[src/rtl/uart_pkg.sv]
package uart_pkg;

  typedef enum logic [2:0] {
    RX_IDLE,
    RX_START,
    RX_DATA,
    RX_PAR,
    RX_STOP
  } rx_state_e;

  // parity bit value for a data word: even when odd_sel=0, odd when 1
  function automatic logic parity_of(input logic [15:0] word, input logic odd_sel);
    return (^word) ^ odd_sel;
  endfunction

endpackage

[src/rtl/uart_tick_gen.sv]
module uart_tick_gen #(
  parameter int DIV = 2
) (
  input  logic clk,
  input  logic rst,
  input  logic clr,
  output logic tick
);
  localparam int CW = (DIV > 1) ? $clog2(DIV) : 1;
  localparam logic [CW-1:0] LAST = CW'(DIV - 1);

  logic [CW-1:0] cnt;

  always_ff @(posedge clk) begin
    if (rst || clr) cnt <= '0;
    else if (cnt == LAST) cnt <= '0;
    else cnt <= cnt + 1'b1;
  end

  assign tick = !clr && (cnt == LAST);
endmodule

[src/rtl/uart_tx.sv]
module uart_tx #(
  parameter int DATA_W = 8,
  parameter int OSR    = 16
) (
  input  logic              clk,
  input  logic              rst,
  input  logic              tick,
  input  logic              start,
  input  logic [DATA_W-1:0] din,
  input  logic              wide,
  input  logic              pen,
  input  logic              odd,
  output logic              busy,
  output logic              txd
);
  import uart_pkg::*;

  localparam int FW = DATA_W + 2;
  localparam int LW = $clog2(FW + 1);
  localparam int SW = $clog2(OSR);
  localparam logic [SW-1:0] S_LAST = SW'(OSR - 1);

  logic [FW-1:0] frame, asm_bits;
  logic [LW-1:0] left, asm_len;
  logic [SW-1:0] scnt;
  logic [DATA_W-1:0] used;
  logic [15:0] used_ext;

  // assemble the bits that follow the start bit
  always_comb begin
    used = wide ? din : {1'b0, din[DATA_W-2:0]};
    used_ext = 16'(used);
    asm_bits = '1;
    for (int i = 0; i < DATA_W; i++) begin
      if (wide || (i < DATA_W - 1)) asm_bits[i] = din[i];
    end
    if (pen) begin
      if (wide) asm_bits[DATA_W] = parity_of(used_ext, odd);
      else asm_bits[DATA_W-1] = parity_of(used_ext, odd);
    end
    asm_len = LW'((wide ? DATA_W : DATA_W - 1) + (pen ? 1 : 0) + 1);
  end

  always_ff @(posedge clk) begin
    if (rst) begin
      busy  <= 1'b0;
      txd   <= 1'b1;
      frame <= '1;
      left  <= '0;
      scnt  <= '0;
    end else if (!busy) begin
      if (start) begin
        busy  <= 1'b1;
        txd   <= 1'b0;
        frame <= asm_bits;
        left  <= asm_len;
        scnt  <= '0;
      end
    end else if (tick) begin
      if (scnt == S_LAST) begin
        scnt <= '0;
        if (left == '0) begin
          busy <= 1'b0;
          txd  <= 1'b1;
        end else begin
          txd   <= frame[0];
          frame <= {1'b1, frame[FW-1:1]};
          left  <= left - 1'b1;
        end
      end else begin
        scnt <= scnt + 1'b1;
      end
    end
  end
endmodule

[src/rtl/uart_rx.sv]
module uart_rx #(
  parameter int DATA_W = 8,
  parameter int OSR    = 16
) (
  input  logic              clk,
  input  logic              rst,
  input  logic              tick,
  input  logic              rxs,
  input  logic              wide,
  input  logic              pen,
  input  logic              odd,
  output logic              idle,
  output logic              done,
  output logic [DATA_W-1:0] dout,
  output logic              bad_par
);
  import uart_pkg::*;

  localparam int SW = $clog2(OSR);
  localparam int IW = (DATA_W > 2) ? $clog2(DATA_W) : 1;
  localparam logic [SW-1:0] S_LAST = SW'(OSR - 1);
  localparam logic [SW-1:0] S_MID  = SW'(OSR / 2 - 1);

  rx_state_e state;
  logic [SW-1:0] scnt;
  logic [IW-1:0] idx;
  logic c_wide, c_pen, c_odd;
  logic sample;

  assign sample = tick && (scnt == S_LAST);
  assign idle   = (state == RX_IDLE);
  assign done   = (state == RX_STOP) && sample;

  always_ff @(posedge clk) begin
    if (rst) begin
      state   <= RX_IDLE;
      scnt    <= '0;
      idx     <= '0;
      dout    <= '0;
      bad_par <= 1'b0;
      c_wide  <= 1'b1;
      c_pen   <= 1'b0;
      c_odd   <= 1'b0;
    end else begin
      unique case (state)
        RX_IDLE: begin
          scnt <= '0;
          if (!rxs) state <= RX_START;
        end
        RX_START: if (tick) begin
          if (scnt == S_MID) begin
            scnt <= '0;
            if (!rxs) begin
              state   <= RX_DATA;
              idx     <= '0;
              dout    <= '0;
              bad_par <= 1'b0;
              c_wide  <= wide;
              c_pen   <= pen;
              c_odd   <= odd;
            end else begin
              state <= RX_IDLE;
            end
          end else begin
            scnt <= scnt + 1'b1;
          end
        end
        RX_DATA: if (tick) begin
          if (sample) begin
            scnt <= '0;
            dout[idx] <= rxs;
            if (idx == IW'(c_wide ? DATA_W - 1 : DATA_W - 2))
              state <= c_pen ? RX_PAR : RX_STOP;
            else
              idx <= idx + 1'b1;
          end else begin
            scnt <= scnt + 1'b1;
          end
        end
        RX_PAR: if (tick) begin
          if (sample) begin
            scnt    <= '0;
            bad_par <= (rxs != parity_of(16'(dout), c_odd));
            state   <= RX_STOP;
          end else begin
            scnt <= scnt + 1'b1;
          end
        end
        RX_STOP: if (tick) begin
          if (sample) begin
            scnt  <= '0;
            state <= RX_IDLE;
          end else begin
            scnt <= scnt + 1'b1;
          end
        end
        default: state <= RX_IDLE;
      endcase
    end
  end
endmodule

[src/rtl/duplex_uart.sv]
module duplex_uart #(
  parameter int DATA_W     = 8,
  parameter int SAMPLE_DIV = 2,
  parameter int OSR        = 16,
  parameter int SYNC_DEPTH = 2
) (
  input  logic              clk,
  input  logic              rst,
  input  logic              cfg_wide,
  input  logic              cfg_par_en,
  input  logic              cfg_par_odd,
  input  logic              wr_sel_n,
  input  logic              wr_en_n,
  input  logic [DATA_W-1:0] wr_data,
  input  logic              rd_sel_n,
  input  logic              rd_en_n,
  output logic [DATA_W-1:0] rd_data,
  output logic              tx_ready,
  output logic              rx_ready,
  output logic              rx_parity_err,
  output logic              rx_overrun,
  output logic              txd,
  input  logic              rxd
);
  logic tx_busy, tx_tick, rx_tick, rx_idle, rx_done, rx_bad;
  logic wr_fire, rd_fire;
  logic [DATA_W-1:0] rx_word;
  logic [SYNC_DEPTH-1:0] sync_q;

  assign wr_fire  = !wr_sel_n && !wr_en_n && !tx_busy;
  assign rd_fire  = !rd_sel_n && !rd_en_n;
  assign tx_ready = !tx_busy;

  // input synchroniser chain
  always_ff @(posedge clk) begin
    if (rst) sync_q <= '1;
    else sync_q <= {sync_q[SYNC_DEPTH-2:0], rxd};
  end

  uart_tick_gen #(.DIV(SAMPLE_DIV)) u_tx_tick (
    .clk(clk), .rst(rst), .clr(!tx_busy), .tick(tx_tick));

  uart_tick_gen #(.DIV(SAMPLE_DIV)) u_rx_tick (
    .clk(clk), .rst(rst), .clr(rx_idle), .tick(rx_tick));

  uart_tx #(.DATA_W(DATA_W), .OSR(OSR)) u_tx (
    .clk(clk), .rst(rst), .tick(tx_tick), .start(wr_fire), .din(wr_data),
    .wide(cfg_wide), .pen(cfg_par_en), .odd(cfg_par_odd),
    .busy(tx_busy), .txd(txd));

  uart_rx #(.DATA_W(DATA_W), .OSR(OSR)) u_rx (
    .clk(clk), .rst(rst), .tick(rx_tick), .rxs(sync_q[SYNC_DEPTH-1]),
    .wide(cfg_wide), .pen(cfg_par_en), .odd(cfg_par_odd),
    .idle(rx_idle), .done(rx_done), .dout(rx_word), .bad_par(rx_bad));

  // single-entry holding register
  always_ff @(posedge clk) begin
    if (rst) begin
      rd_data       <= '0;
      rx_ready      <= 1'b0;
      rx_parity_err <= 1'b0;
      rx_overrun    <= 1'b0;
    end else if (rx_done) begin
      if (rx_ready && !rd_fire) begin
        rx_overrun <= 1'b1;
      end else begin
        rd_data       <= rx_word;
        rx_parity_err <= rx_bad;
        rx_ready      <= 1'b1;
        rx_overrun    <= 1'b0;
      end
    end else if (rd_fire) begin
      rx_ready      <= 1'b0;
      rx_parity_err <= 1'b0;
      rx_overrun    <= 1'b0;
    end
  end
endmodule

[config.mk]
export PLATFORM = sky130hd
export DESIGN_NAME = duplex_uart
export DESIGN_NICKNAME = d
export VERILOG_FILES = /design/src/rtl/uart_pkg.sv /design/src/rtl/uart_tick_gen.sv /design/src/rtl/uart_tx.sv /design/src/rtl/uart_rx.sv /design/src/rtl/duplex_uart.sv
export SDC_FILE = /design/constraint.sdc
export NUM_CORES = 1
export LEC_CHECK = 0
export BUFFER_PORTS_ARGS = -buffer_cell sky130_fd_sc_hd__buf_2
export CAP_MARGIN = 20
export CORE_ASPECT_RATIO = 0.7
export CORE_MARGIN = 5
export CORE_UTILIZATION = 45
export CTS_CLUSTER_DIAMETER = 40
export DETAILED_ROUTE_END_ITERATION = 8
export GPL_TIMING_DRIVEN = 0
export PLACE_DENSITY = 0.66
export SYNTH_ARGS = -nofsm -noshare
export SYNTH_HDL_FRONTEND = slang
export SYNTH_SLANG_ARGS = --single-unit
[constraint.sdc]
create_clock -name clk -period 1.95 [get_ports clk]
set_input_delay 0.0975 -clock clk [delete_from_list [all_inputs] [get_ports clk]]
set_output_delay 0.0975 -clock clk [all_outputs]
set_load 0.02 [all_outputs]
==> results of run 1 <==
## routing by layer
layer  global-route usage, %  wire [um]  vias to the layer above  share of wire [%]
met1                    27.1       3590                     1248                 51
met2                    26.0       2910                       81                 41
met5                       0          0                        -                  0
met3                    3.69        493                       11                7.0
met4                    4.21         79                        0                1.1
li1                        -          -                     1313                  -
## final timing paths
check,to,slack [ns],cells after the start
max reg2reg,u_tx.frame[7],0.05,7
min reg2reg,sync_q[1],0.43,1
max,u_tx.frame[7],0.05,7
min,u_rx.c_odd,0.06,3
## worst max-delay path, delay by kind of cell (launching register included)
| kind | cells | cell delay, ns |
|---|---|---|
| buffers and inverters | 3 | 0.37 |
| DFF | 1 | 0.33 |
| and+or+nand+nor | 2 | 0.52 |
| AOI/OAI and AO/OA | 2 | 0.57 |
## Yosys cell counts (all sizes together) (2+ instances only)
master / instances / share of area [%]
dfxtp: 56 / 38
nor2: 44 / 5.5
mux2i: 22 / 7.4
a21oi: 21 / 3.5
clkbuf: 18 / 2.3
o21ai: 17 / 2.9
nand2: 16 / 2.0
xnor2: 15 / 4.4
a211o: 14 / 4.1
inv: 11 / 1.4
nand3: 11 / 1.8
nand2b: 10 / 2.1
nor3: 10 / 1.7
a211oi: 7 / 1.9
buf: 7 / 1.8
ha: 7 / 2.9
nor3b: 5 / 1.3
or2: 5 / 1.1
or3: 5 / 1.2
nand3b: 4 / 1.0
nor2b: 4 / 0.84
o22ai: 4 / 0.84
nand4: 3 / 0.63
or4: 3 / 0.76
a21o: 2 / 0.50
a22oi: 2 / 0.50
a31oi: 2 / 0.42
and3: 2 / 0.42
nor4: 2 / 0.42
o31ai: 2 / 0.50
xor2: 2 / 0.59
## report_power, final
| group | leakage (nW) | internal, mW | switching, mW |
|---|---|---|---|
| registers | 0.457 | 1.17 | 0.0185 |
| logic | 0.827 | 0.108 | 0.137 |
| clock network | 0.0516 | 0.292 | 0.389 |
| total | 1.34 | 1.57 | 0.544 |
## registers in the layout, indices dropped and copies added, names as in the netlist, 2 cells and up
name        flops
u_rx.dout       8
u_tx.left       4
u_tx.frame      9
u_tx.scnt       4
u_rx.scnt       4
u_rx.idx        3
sync_q          2
u_rx.state      3
rd_data         8
## per-stage QoR
stage               power (mW)  setup slack [ns]  setup TNS (ns)  hold slack (ns)
floorplan                 1.38            0.0620               0            0.201
global placement          1.45            -0.102          -0.647            0.292
detailed placement        1.45           -0.0957          -0.599            0.282
CTS                       2.14           0.00614               0           0.0501
global route              2.22          -0.00220        -0.00367           0.0815
finish                    2.11            0.0490               0           0.0556
## what timing repair did
action                                 CTS  global route
gates cloned                             0             0
endpoints found under the hold margin    1             0
pin swaps                                1             4
setup buffers                            1             0
setup endpoints to repair               27            36
resized for setup                        9            27
hold buffers                             1             0
## placed cells by master (no fill, tap or decap), types with 3 or more instances in the layout
cell      count
clkbuf_8      6
nor3_1       10
nor3b_1       3
buf_6         4
o21ai_0      17
dfxtp_1      51
nand3b_1      4
nand2b_1     10
a211oi_1      5
mux2i_1      22
dfxtp_2       3
buf_2        35
a21oi_1      21
nand2_1      16
nor2_1       43
inv_1        11
clkbuf_1     11
ha_1          6
nor2b_1       4
nand4_1       3
or2_2         4
or3_1         4
nand3_1       9
xnor2_1      15
clkbuf_2      4
o22ai_1       4
a211o_1      13
## cell type report
cell class / instances / area share, %
plain buffers: 24 / 3.79
clock buffers: 6 / 2.38
clock inverters: 2 / 0.397
inverters: 11 / 1.19
multi-input cells: 257 / 51.4
flip-flops and latches: 56 / 32.7
well taps: 91 / 3.29
repair buffers: 32 / 4.84
## logic make-up after synthesis
kind of cell	Yosys count	share of synthesized area, %
AND/OR/NAND/NOR	129	22.4
AO/OA/AOI/OAI	80	18.0
flip-flops	56	37.6
buffers and inverters	36	5.50
multiplexers	22	7.39
XOR/XNOR	18	5.76
adder cells (fa/ha/maj)	8	3.28
==> reports/summary.md, run 1 <==
- number of buffers added by the clock tree synthesis step: 5
- Die Area: 8370 um2
- number of cells in the finished layout apart from fillers: 479
- total setup violations reported at the end of the flow: 0
- Port Buffers: 30
- cell row count: 24
- source of the critical timing path: u_tx.busy
- Syn. warnings: 0
- total of flip-flops plus latches after synthesis: 56
- GR Overflow Total: 0
- I/O pin count: 31
- floorplan core area: 6340 um2
- clock slew seen by the registers of the worst setup and hold paths: 0.10 ns
- endpoint kind of the worst setup timing path: register
- average detailed-routed wire length per instance: 14.7 um
- Final Hold Violating Endpoints: 0
- layout-stage area growth over the synthesis result: 16.3%
- net count after synthesis: 374
- share of flip-flops with an asynchronous set or reset: 0%
- sequential standard cell area: 1130 um2
- total leakage power: 1.34 nW
- slew of the pin with the lowest slew margin: 0.650 ns
- Fmax achieved: 526 MHz
- post-detailed-routing wire length: 7060 um
- Post-DP HPWL: 5210 um
- DRC: 0
- CP dominant cell by count: buf_6
- result of the run: complete, no violations
- fraction of final layout cells sized beyond drive strength 1: 20.1%
- element type at the critical path start: register
- worst-path cell chain: buf_6 > or3_4 > and2_4 > buf_6 > a21o_1 > buf_6 > a2111o_1
- Max Cap Viol: 0
- headroom to the max-slew limit: 56.7%
- height of the die: 78.1 um
- wire length of the first global-routing pass: 12300 um
- clk buf depth: 2
- clock tree skew after final layout: 0.00499 ns
- residual antenna-violating net count after detailed routing: 0
- number of cells produced by synthesis: 349
- Starting Density: 47.0%
- number of cells in the design after placement: 470
- post-route design area: 3460 um2
- count of nets after finishing: 412
- post-synthesis cell area: 2980 um2
- number of global-route vias before repair: 2563
- total power density per cell area: 610 nW/um2
- VDD IR-drop max: 335 uV
- Period minus WS final: 1.90 ns
- startpoint of the lowest-slack register-to-register path: u_tx.busy
- filler instances: 602
- endpoint required time on the critical path: 2.16 ns
- Max Fanout on Critical Path: 8
- worst hold path startpoint: cfg_par_odd
- 1st-pass router iterations: 4
- number of enable-type register cells in the synthesized netlist: 0
- Post-Synthesis Mean Instance Area: 8.53 um2
- CTS root buffer: clkbuf_8
- Area after DPL: 3240 um2
- ANT cells: 0
- type of the worst setup path: register to register
- Starting DRT DRC Count: 201
- initial antenna violation count: 0
- part of the cycle the worst path needs: 97.5%
- TritonCTS clock tree: yes
- slowest stage delay, CP: 0.38 ns
- sequential-to-total area share from yosys stat: 37.6%
- multi-input combinational cell area: 1780 um2
- maximum number of pins on one net before global-route repair: 18
- library cell contributing the largest single delay on the critical path: a2111o_1
- Finished Core Util: 54.7%
- Netlist cell types: 51
- final RePlAce weighted congestion: 0.918
- overall die width: 107 um
- worst-skew pair later-pin latency: 0.31 ns
- vias after detailed routing: 2653
- signal arrival time at the worst endpoint: 2.11 ns
- post-detailed-route via-to-cell ratio: 5.54
- htree depth: 2
- number of clock sinks: 56
- final slew viol count: 0
- main flop type after synthesis: dfxtp_1
- type of the worst min-delay path: input pin to register
- global-route usage over all layers: 17.9%
Note: power is estimated with default switching activity, not from simulation.
==> inputs of run 2 (changes only) <==
- CTS_CLUSTER_DIAMETER: 40 -> 80
- PLACE_DENSITY: 0.66 -> 0.64
- clock period: 1.95 -> 2.3 ns (I/O delays scaled with it)
==> run 2 against run 1 <==
Compared with the run above:
- critical path depth is the same
- clock skew grew 0.0023 ns
- largest power group unchanged
- via count shrank 1.7%
- sequential cell count is the same
- power shrank 15%
- worst hold slack gained 0.016 ns
- sequential share of layout area grew 0.79 points
- clock-buffer cell count is the same
- clock power shrank 14%
- combinational power shrank 17%
==> reports/summary.md, run 2 (synthesized netlist as in run 1, its figures left out) <==
- Max Fanout on Critical Path: 8, unchanged
- fraction of final layout cells sized beyond drive strength 1: 14.7%, -5.4 points
- filler instances: 591, -1.8%
- Worst Hold End: u_rx.c_odd
- number of global-route vias before repair: 2409, -6.0%
- result of the run: complete, no violations
- cell row count: 24, unchanged
- post-detailed-routing wire length: 7050 um, -0.20%
- final RePlAce weighted congestion: 0.902, -1.7%
- average detailed-routed wire length per instance: 14.7 um, -0.20%
- post-route design area: 3350 um2, -3.3%
- Total Negative Setup Slacks: 0 ns, unchanged
- worst reg2reg path endpoint: u_rx.idx[1]
- library cell contributing the largest single delay on the critical path: or4_1
- worst-skew pair later-pin latency: 0.32 ns, about the same
- global-route usage over all layers: 17.5%, -0.41 points
- type of the worst min-delay path: input pin to register
- Fmax achieved: 476 MHz, -9.5%
- Die Area: 8370 um2, unchanged
- maximum number of pins on one net before global-route repair: 18, unchanged
- initial antenna violation count: 0, unchanged
- wire length of the first global-routing pass: 11900 um, -3.6%
- number of cells in the design after placement: 470, unchanged
- layout-stage area growth over the synthesis result: 12.4%
- DRC: 0, unchanged
- CTS root buffer: clkbuf_8
- total setup violations reported at the end of the flow: 0, unchanged
- Post-DP HPWL: 5230 um, +0.33%
- endpoint required time on the critical path: 2.52 ns, +0.36 ns
- GR Overflow Total: 0, unchanged
- type of the worst setup path: register to register
- met1 routed wirelength after detailed routing: 3740 um, +4.3%
- tightest hold margin: 0.0714 ns, +0.0158 ns
- overall die width: 107 um, unchanged
- Starting Density: 47.0%, unchanged
- clk buf depth: 2, unchanged
- Largest register FFs: 9, unchanged
- Port Buffers: 30, unchanged
- Area after DPL: 3240 um2, unchanged
- TritonCTS clock tree: yes
- most common cell after layout, fill and taps aside: dfxtp_1
- headroom to the max-slew limit: 54.8%, -1.8 points
- register-to-register setup slack: 0.20 ns, +0.15 ns
- Final Hold Violating Endpoints: 0, unchanged
- post-detailed-route via-to-cell ratio: 5.44, -1.7%
- sequential standard cell area: 1120 um2, -0.99%
- depth of the worst register-to-register path: 7, unchanged
- number of buffers added by the clock tree synthesis step: 5, unchanged
- smallest setup slack after layout: 0.199 ns, +0.150 ns
- highest metal layer with signal wires: met4
- total leakage power: 1.30 nW, -2.6%
- Finished Core Util: 52.8%, -1.8 points
- number of hold buffers added after CTS: 1, unchanged
- largest reg by FF count: u_tx.frame
- worst hold path stage count: 3, unchanged
- detailed route wirelength on metal3: 446 um, -9.5%
- post-placement setup slack: 0.230 ns, +0.326 ns
- height of the die: 78.1 um, unchanged
- I/O pin count: 31, unchanged
- part of the cycle the worst path needs: 91.3%, -6.1 points
- Resize count post-CTS: 0, -9
- clock tree skew after final layout: 0.00727 ns, +0.00228 ns
- floorplan core area: 6340 um2, unchanged
- VDD IR-drop max: 266 uV, -20%
- slowest stage delay, CP: 0.50 ns, +0.12 ns
- cell class contributing the biggest share of worst-path delay: simple AND/OR/NAND/NOR gates
- number of clock sinks: 56, unchanged
- multi-input combinational cell area: 1690 um2, -4.9%
- slew of the pin with the lowest slew margin: 0.677 ns, +0.0277 ns
- total power density per cell area: 537 nW/um2, -12%
- endpoint kind of the worst setup timing path: register
- final slew viol count: 0, unchanged
- number of buffers inserted by post-CTS setup repair: 0, -1
- signal arrival time at the worst endpoint: 2.32 ns, +0.21 ns
- wire length on met2: 2760 um, -4.9%
- 1st-pass router iterations: 4, unchanged
- post-layout total power: 1.80 mW, -15%
- htree depth: 2, unchanged
- count of nets after finishing: 412, unchanged
- number of cells in the finished layout apart from fillers: 479, unchanged
- residual antenna-violating net count after detailed routing: 0, unchanged
- worst hold path startpoint: cfg_par_odd
- most frequent cells in the layout: dfxtp_1, nor2_1, buf_2, mux2i_1, a21oi_1
- startpoint of the lowest-slack register-to-register path: u_rx.scnt[0]
- Crit path buffers/inverters: 1, -2
- largest registers ranked by flip-flop count: u_tx.frame (9), rd_data (8), u_rx.dout (8)
- worst-path cell chain: ha_1 > clkbuf_2 > nand2_1 > or4_1 > a211oi_2 > mux2i_1 > nor2_1
- ANT cells: 0, unchanged
- setup repair after global routing missed its margin: no
- Starting DRT DRC Count: 127, -37%
- element type at the critical path start: register
- clock slew seen by the registers of the worst setup and hold paths: 0.10 ns, about the same
- Period minus WS final: 2.10 ns, +0.200 ns
- Max Cap Viol: 0, unchanged
- vias after detailed routing: 2607, -1.7%
[run 2: final cells by class]
cell class	instances	area share, %
Tap cell	91	3.40
Multi-Input combinational cell	257	50.6
Timing Repair Buffer	31	4.78
Inverter	11	1.23
Sequential cell	56	33.5
Buffer	25	3.66
Clock inverter	2	0.411
Clock buffer	6	2.47
[run 2: how the worst max path moves through the flow]
stage | start | to | slack [ns] | depth (start not counted)
floorplan | u_rx.scnt[0] | u_rx.idx[1] | 0.41 | 7
global placement | u_rx.scnt[0] | u_rx.idx[1] | 0.24 | 7
detailed placement | u_rx.scnt[0] | u_rx.idx[1] | 0.23 | 7
CTS | u_rx.scnt[0] | u_rx.state[1] | 0.21 | 7
global route | u_rx.scnt[0] | u_rx.bad_par | 0.02 | 7
finish | u_rx.scnt[0] | u_rx.idx[1] | 0.20 | 7
[run 2: power breakdown]
part,switching (mW),leakage [nW],internal [mW],total (mW)
Sequential,0.0153,0.454,0.991,1.01
Combinational,0.115,0.795,0.0891,0.204
Clock,0.341,0.0516,0.247,0.588
Total,0.471,1.30,1.33,1.80
[run 2: layer usage]
metal,GRT usage (%),vias up
li1,-,1320
met1,27.3,1206
met2,23.8,71
met3,3.36,10
met4,5.62,0
met5,0,-
[run 2: tightest hold or removal path: stages]
cell and delay, ns:
buf_2 0.10, mux2i_1 0.06, nor2_1 0.08
